### src/rtl/pwm_bank_pkg.sv
package pwm_bank_pkg;

    localparam int WORD_W    = 32;
    localparam int DUTY_W    = 8;
    localparam int SCALE_W   = 13;
    localparam int EN_BIT    = 31;
    localparam int DUTY_LSB  = 16;
    localparam int SCALE_LSB = 0;
    localparam int SLOT_BITS = 4;

    typedef struct packed {
        logic               en;
        logic [DUTY_W-1:0]  duty;
        logic [SCALE_W-1:0] scale;
    } chan_cfg_t;

    function automatic chan_cfg_t cfg_from_word(input logic [WORD_W-1:0] w);
        chan_cfg_t c;
        c.en    = w[EN_BIT];
        c.duty  = w[DUTY_LSB +: DUTY_W];
        c.scale = w[SCALE_LSB +: SCALE_W];
        return c;
    endfunction

    function automatic logic [WORD_W-1:0] word_from_cfg(input chan_cfg_t c);
        logic [WORD_W-1:0] w;
        w = '0;
        w[EN_BIT]                 = c.en;
        w[DUTY_LSB +: DUTY_W]     = c.duty;
        w[SCALE_LSB +: SCALE_W]   = c.scale;
        return w;
    endfunction

endpackage

### src/rtl/pwm_bank_regs.sv
module pwm_bank_regs
    import pwm_bank_pkg::*;
#(
    parameter int NUM_CH = 4,
    parameter int ADDR_W = 8
) (
    input  logic                     clk,
    input  logic                     rst_n,
    input  logic                     bus_wr,
    input  logic [ADDR_W-1:0]        bus_addr,
    input  logic [WORD_W-1:0]        bus_wdata,
    output logic [WORD_W-1:0]        bus_rdata,
    output chan_cfg_t [NUM_CH-1:0]   cfg_o
);

    typedef struct packed {
        chan_cfg_t [NUM_CH-1:0] cfg;
    } regs_state_t;

    regs_state_t       s_d, s_q;
    logic [NUM_CH-1:0] sel;

    // slot decode: the low SLOT_BITS address bits drop out in the shift
    for (genvar i = 0; i < NUM_CH; i++) begin : g_sel
        assign sel[i] = ((bus_addr >> SLOT_BITS) == ADDR_W'(i));
    end

    always_comb begin
        s_d = s_q;
        for (int i = 0; i < NUM_CH; i++) begin
            if (bus_wr && sel[i]) begin
                s_d.cfg[i] = cfg_from_word(bus_wdata);
            end
        end
    end

    always_ff @(posedge clk or negedge rst_n) begin
        if (!rst_n) begin
            s_q <= '0;
        end else begin
            s_q <= s_d;
        end
    end

    always_comb begin
        bus_rdata = '0;
        for (int i = 0; i < NUM_CH; i++) begin
            if (sel[i]) begin
                bus_rdata = word_from_cfg(s_q.cfg[i]);
            end
        end
    end

    assign cfg_o = s_q.cfg;

    // a write outside the populated slots leaves every word untouched
    a_r2_unmapped_write_ignored: assert property (@(posedge clk) disable iff (!rst_n)
        (bus_wr && !(|sel)) |=> $stable(s_q));

    for (genvar i = 0; i < NUM_CH; i++) begin : g_chk
        // an all-zero write clears the whole channel word
        a_r6_zero_write_clears: assert property (@(posedge clk) disable iff (!rst_n)
            (bus_wr && sel[i] && bus_wdata == '0) |=> (s_q.cfg[i] == '0));
    end

endmodule

### src/rtl/pwm_bank_chan.sv
module pwm_bank_chan
    import pwm_bank_pkg::*;
(
    input  logic      clk,
    input  logic      rst_n,
    input  chan_cfg_t cfg_i,
    output logic      pwm_o
);

    localparam logic [DUTY_W-1:0] LAST_TICK = '1;

    typedef struct packed {
        logic               run;
        logic [DUTY_W-1:0]  duty;
        logic [SCALE_W-1:0] scale;
        logic [SCALE_W-1:0] presc;
        logic [DUTY_W-1:0]  tick;
    } chan_state_t;

    chan_state_t s_d, s_q;
    logic        tick_end;
    logic        period_end;

    assign tick_end   = (s_q.presc == s_q.scale);
    assign period_end = tick_end && (s_q.tick == LAST_TICK);

    always_comb begin
        s_d = s_q;
        if (!cfg_i.en) begin
            s_d.run   = 1'b0;
            s_d.presc = '0;
            s_d.tick  = '0;
        end else if (!s_q.run) begin
            // first enabled edge: take the settings and start tick 0
            s_d.run   = 1'b1;
            s_d.duty  = cfg_i.duty;
            s_d.scale = cfg_i.scale;
            s_d.presc = '0;
            s_d.tick  = '0;
        end else if (tick_end) begin
            s_d.presc = '0;
            s_d.tick  = s_q.tick + 1'b1;
            if (period_end) begin
                s_d.duty  = cfg_i.duty;
                s_d.scale = cfg_i.scale;
            end
        end else begin
            s_d.presc = s_q.presc + 1'b1;
        end
    end

    always_ff @(posedge clk or negedge rst_n) begin
        if (!rst_n) begin
            s_q <= '0;
        end else begin
            s_q <= s_d;
        end
    end

    assign pwm_o = cfg_i.en && s_q.run && (s_q.tick < s_q.duty);

    // a disabled channel has its counters parked at the period start
    a_r5_disable_resets_counters: assert property (@(posedge clk) disable iff (!rst_n)
        !cfg_i.en |=> (!s_q.run && s_q.presc == '0 && s_q.tick == '0));

    // the prescaler never runs past the active divide value
    a_r3_presc_in_range: assert property (@(posedge clk) disable iff (!rst_n)
        s_q.run |-> (s_q.presc <= s_q.scale));

    // shadow settings only move on a period boundary while running
    a_r7_shadow_holds_mid_period: assert property (@(posedge clk) disable iff (!rst_n)
        (s_q.run && cfg_i.en && !period_end) |=> ($stable(s_q.duty) && $stable(s_q.scale)));

    // a zero duty count never raises the output
    a_r4_zero_duty_low: assert property (@(posedge clk) disable iff (!rst_n)
        (s_q.run && s_q.duty == '0) |-> !pwm_o);

endmodule

### src/rtl/pwm_bank.sv
module pwm_bank
    import pwm_bank_pkg::*;
#(
    parameter int NUM_CH = 4,
    parameter int ADDR_W = 8
) (
    input  logic              clk,
    input  logic              rst_n,
    input  logic              bus_wr,
    input  logic [ADDR_W-1:0] bus_addr,
    input  logic [31:0]       bus_wdata,
    output logic [31:0]       bus_rdata,
    output logic [NUM_CH-1:0] pwm_o
);

    chan_cfg_t [NUM_CH-1:0] cfg;

    pwm_bank_regs #(
        .NUM_CH (NUM_CH),
        .ADDR_W (ADDR_W)
    ) u_regs (
        .clk       (clk),
        .rst_n     (rst_n),
        .bus_wr    (bus_wr),
        .bus_addr  (bus_addr),
        .bus_wdata (bus_wdata),
        .bus_rdata (bus_rdata),
        .cfg_o     (cfg)
    );

    for (genvar i = 0; i < NUM_CH; i++) begin : g_chan
        pwm_bank_chan u_chan (
            .clk   (clk),
            .rst_n (rst_n),
            .cfg_i (cfg[i]),
            .pwm_o (pwm_o[i])
        );
    end

    // all outputs low while reset is held
    a_r9_reset_outputs_low: assert property (@(posedge clk)
        !rst_n |-> (pwm_o == '0));

endmodule

### config.mk
export PLATFORM = sky130hd
export DESIGN_NAME = pwm_bank
export DESIGN_NICKNAME = d
export VERILOG_FILES = /design/src/rtl/pwm_bank_pkg.sv /design/src/rtl/pwm_bank_regs.sv /design/src/rtl/pwm_bank_chan.sv /design/src/rtl/pwm_bank.sv
export SDC_FILE = /design/constraint.sdc
export NUM_CORES = 1
export LEC_CHECK = 0
export BUFFER_PORTS_ARGS = -buffer_cell sky130_fd_sc_hd__buf_2
export CAP_MARGIN = 20
export CORE_MARGIN = 2
export CORE_UTILIZATION = 29
export DETAILED_ROUTE_END_ITERATION = 10
export PLACE_DENSITY = 0.52
export SYNTH_ARGS = -nofsm -noshare
export SYNTH_HDL_FRONTEND = slang
export SYNTH_SLANG_ARGS = --single-unit
### constraint.sdc
create_clock -name clk -period 2.93 [get_ports clk]
set_input_delay 0.293 -clock clk [delete_from_list [all_inputs] [get_ports clk]]
set_output_delay 0.293 -clock clk [all_outputs]
set_load 0.02 [all_outputs]
==> metrics.txt <==
# TYPE chip_impl_metric gauge
chip_impl_info{name="status",value="finished with violations"} 1
chip_impl_info{name="violations",value="DRC"} 1
chip_impl_info{name="synth.largest_area_cell",value="dfrtp_1"} 1
chip_impl_metric{name="power.static_leakage",unit="uW"} 0.006834
chip_impl_metric{name="netlist_area",unit="um^2"} 13750
chip_impl_metric{name="wl_per_cell",unit="um"} 18.20
chip_impl_info{name="crit_type",value="register to output port"} 1
chip_impl_metric{name="cts.clk_slew.worst_paths",unit="ns"} 0.06
chip_impl_metric{name="drive_above_1_share",unit="%"} 17.28
chip_impl_metric{name="setup.reg_to_reg.worst_slack",unit="ns"} 0.54
chip_impl_metric{name="post-synth-top-area-fraction",unit="%"} 47.32
chip_impl_metric{name="place.gp.congestion",unit=""} 0.8080
chip_impl_metric{name="numPortBuffers",unit=""} 54
chip_impl_info{name="worst_hold_path_type",value="input pin to register"} 1
chip_impl_metric{name="clk-insertion-delay-late",unit="ns"} 0.57
chip_impl_info{name="regToRegStartpoint",value="g_chan[1].u_chan.s_q[16]"} 1
chip_impl_metric{name="max_slew.worst_pin.slew",unit="ns"} 0.8578
chip_impl_metric{name="netlist-cell-type-count",unit=""} 43
chip_impl_info{name="cp-start-kind",value="register"} 1
chip_impl_metric{name="worst-endpoint-arrival",unit="ns"} 2.46
chip_impl_metric{name="nNetsFinal",unit=""} 1548
chip_impl_metric{name="worst_case_reg_to_reg_path_depth",unit=""} 6
chip_impl_metric{name="clk_skew",unit="ns"} 0.01096
chip_impl_metric{name="h_tree_levels",unit=""} 1
chip_impl_metric{name="slew-limit-headroom",unit="%"} 42.82
chip_impl_info{name="hold_start",value="bus_wdata[8]"} 1
chip_impl_metric{name="io-pin-count",unit=""} 79
chip_impl_metric{name="maxCapViolCount",unit=""} 0
chip_impl_metric{name="drc",unit=""} 6
chip_impl_metric{name="hpwl",unit="um"} 26990
chip_impl_metric{name="slowest_delay",unit="ns"} 0.50
chip_impl_metric{name="ir_worst_vdd",unit="V"} 0.0005748
chip_impl_metric{name="cts_inserted_buffers",unit=""} 31
chip_impl_info{name="most_area_consuming_cells_after_synthesis",value="dfrtp_1 47%, nand3_1 9.4%, mux2_2 8.4%, nand2_1 4.6%, a22oi_1 4.6%"} 1
chip_impl_metric{name="number_of_flops_mapped_to_enable_cells_by_yosys",unit=""} 0
chip_impl_info{name="yosysMostFrequentCell",value="dfrtp_1"} 1
chip_impl_metric{name="grt_antenna_before_repair",unit=""} 0
chip_impl_metric{name="drt_first_iter_violations",unit=""} 704
chip_impl_info{name="cts_tree",value="built"} 1
chip_impl_metric{name="flow.area_growth_from_synthesis",unit="%"} 14.51
chip_impl_metric{name="critical_path.n_buffers_inverters",unit=""} 2
chip_impl_metric{name="first_pass_grt_wire_length",unit="um"} 62160
chip_impl_metric{name="ant_nets",unit=""} 0
chip_impl_metric{name="pre_cts_slack",unit="ns"} 0.5571
chip_impl_metric{name="async_flop_share",unit="%"} 100.0
chip_impl_metric{name="synth_area_per_cell",unit="um^2"} 9.582
chip_impl_metric{name="floorplan.die.width",unit="um"} 221.8
chip_impl_metric{name="synth-seq-area-share",unit="%"} 47.32
chip_impl_metric{name="layout_setup_ws",unit="ns"} 0.1763
chip_impl_info{name="critical_path.endpoint_type",value="output port"} 1
chip_impl_info{name="critical_path.top_delay_family",value="simple AND/OR/NAND/NOR gates"} 1
chip_impl_metric{name="hold_path_depth",unit=""} 2
chip_impl_metric{name="grt_usage",unit="%"} 15.53
chip_impl_metric{name="grt_overflow",unit=""} 0
chip_impl_metric{name="grt_pass1_vias",unit=""} 10831
chip_impl_metric{name="cp_max_fo",unit=""} 27
chip_impl_metric{name="synthCells",unit=""} 1435
chip_impl_metric{name="final_min_period_over_clock_period",unit="%"} 93.98
chip_impl_metric{name="die_height",unit="um"} 221.8
chip_impl_metric{name="drt_wl_total",unit="um"} 38240
chip_impl_metric{name="cts.path.max_buffers",unit=""} 3
chip_impl_metric{name="synth.yosys.warnings",unit=""} 0
chip_impl_info{name="ys_dominant_reg_cell",value="dfrtp_1"} 1
chip_impl_metric{name="final-max-slew-violation-count",unit=""} 0
chip_impl_info{name="timing.critical_path.cells",value="buf_4 -> nand2_1 -> or4_1 -> o311ai_0 -> buf_2"} 1
chip_impl_metric{name="detail_route.first_pass.iterations",unit=""} 9
chip_impl_metric{name="dr_total_vias",unit=""} 10878
chip_impl_metric{name="viasPerCell",unit=""} 5.178
chip_impl_metric{name="maximum_number_of_pins_on_one_net_before_global_route_repair",unit=""} 94
chip_impl_info{name="worstHoldEndpoint",value="u_regs.cfg_o[74]"} 1
chip_impl_metric{name="report.final.setup_viol",unit=""} 0
chip_impl_metric{name="totalNegativeSetupSlack",unit="ns"} 0
chip_impl_info{name="rsz_0062_raised_after_global_routing",value="false"} 1
chip_impl_metric{name="floorplan_row_count",unit=""} 79
chip_impl_metric{name="maxClockFrequency",unit="MHz"} 363.1
chip_impl_metric{name="die_area",unit="um^2"} 49170
chip_impl_metric{name="fin_hold_ws",unit="ns"} 0.01854
chip_impl_metric{name="core_region_area",unit="um^2"} 46650
chip_impl_metric{name="postSynthRegisterBits",unit=""} 260
chip_impl_metric{name="cts_resized",unit=""} 0
chip_impl_metric{name="clock-sinks",unit=""} 260
chip_impl_info{name="critical-path-slowest-cell",value="or4_1"} 1
chip_impl_metric{name="critical_path_required",unit="ns"} 2.64
chip_impl_info{name="rr_endpoint",value="g_chan[1].u_chan.s_q[39]"} 1
chip_impl_metric{name="period_minus_slack",unit="ns"} 2.754
chip_impl_metric{name="finalHoldViolations",unit=""} 0
chip_impl_metric{name="initial_utilization",unit="%"} 29.47
chip_impl_info{name="clock_tree.root_cell",value="clkbuf_16"} 1
chip_impl_info{name="yosys-top-cells-count",value="260 x dfrtp_1, 258 x nand3_1, 170 x nand2_1, 102 x mux2_2, 84 x a22oi_1"} 1
chip_impl_metric{name="total_power_per_unit_cell_area",unit="nW/um^2"} 765.8
==> per-stage QoR <==
step                instances  util [%]  total power [uW]  instance area (um^2)
CTS                      2100     33.75             12190                 15740
global placement         2042     31.61              8308                 14750
detailed placement       2042     31.61              8417                 14750
floorplan                1444         -              7385                 13780
global route             2100     33.75             12840                 15740
finish                   2101     33.75             12060                 15750
==> cells in the final DEF, fill, tap and decap left out, drive strengths merged, types with 2 or more instances in the layout <==
cell	instances
nor2	73
o21ai	56
o31ai	8
a22oi	84
buf	90
inv	45
o211ai	6
a31o	4
o311ai	4
nor3	8
o2111ai	2
nor2b	3
a21oi	24
mux2	103
and4	4
nand2b	4
nor4	8
xor2	29
and3	6
and2	4
a21o	8
or4	24
xnor2	71
clkinv	7
ha	36
conb	10
nand4	18
clkbuf	49
nand3	258
nand2	170
or3	9
mux2i	4
dfrtp	260
==> layer usage <==
metal / track usage [%] / routed length, um / vias to the layer above
li1: - / - / 5152
met3: 1.736 / 1772 / 41
met5: 0 / 0 / -
met1: 23.05 / 18490 / 5450
met4: 3.313 / 757 / 0
met2: 24.28 / 17220 / 235
==> worst register-to-register path: stages (launching register included) <==
cell	delay [ns]
dfrtp_1	0.44
xnor2_1	0.22
nand4_1	0.18
or4_1	0.83
buf_4	0.32
mux2_2	0.28
nand2_1	0.06
==> sequential cells by signal, summed over array words and instances, names as in the netlist <==
name	count
u_regs.cfg_o	88
g_chan.u_chan.s_q	172
==> logic make-up after synthesis <==
group                      after synthesis  synth area share [%]
adders and majority gates               36                 3.276
AOI/OAI and AO/OA                      196                 9.336
xor gates and xnor gates               100                 6.369
muxes                                  107                 8.726
other                                    1               0.02727
buffers and inverters                  143                 4.422
and+or+nand+nor                        592                 20.53
DFF                                    260                 47.32
==> report_power, final <==
| group | switching (uW) | internal, uW |
|---|---|---|
| clock network | 1560 | 2180 |
| registers | 1040 | 4470 |
| logic | 1430 | 1380 |
==> layout make-up <==
cell class                      count  area (um^2)
Multi-Input combinational cell   1041         6726
Timing Repair Buffer               91        598.1
Clock buffer                       49        933.4
Clock inverter                      8        55.05
Inverter                           44        165.2
Fill cell                        4779        30910
Tap cell                          607        759.5
Sequential cell                   260         6506
Antenna cell                        1        2.502
==> timing repair <==
| action | CTS | global route |
|---|---|---|
| hold buffers | 1 | 0 |
| setup buffers | 0 | 0 |
| endpoints found under the hold margin | 88 | 0 |
==> worst max-delay path by stage <==
stage          cells past startpoint  slack (ns)                      from                        to
4_1_cts                            5        0.13  g_chan[1].u_chan.s_q[42]                  pwm_o[1]
6_report                           5        0.18  g_chan[1].u_chan.s_q[42]                  pwm_o[1]
5_1_grt                            5       0.007  g_chan[1].u_chan.s_q[42]                  pwm_o[1]
3_3_place_gp                       6        0.58  g_chan[1].u_chan.s_q[16]  g_chan[1].u_chan.s_q[38]
2_1_floorplan                      6        0.89  g_chan[0].u_chan.s_q[10]   g_chan[0].u_chan.s_q[7]
3_5_place_dp                       6        0.56  g_chan[1].u_chan.s_q[16]  g_chan[1].u_chan.s_q[39]
(Power assumes the default switching activity.)
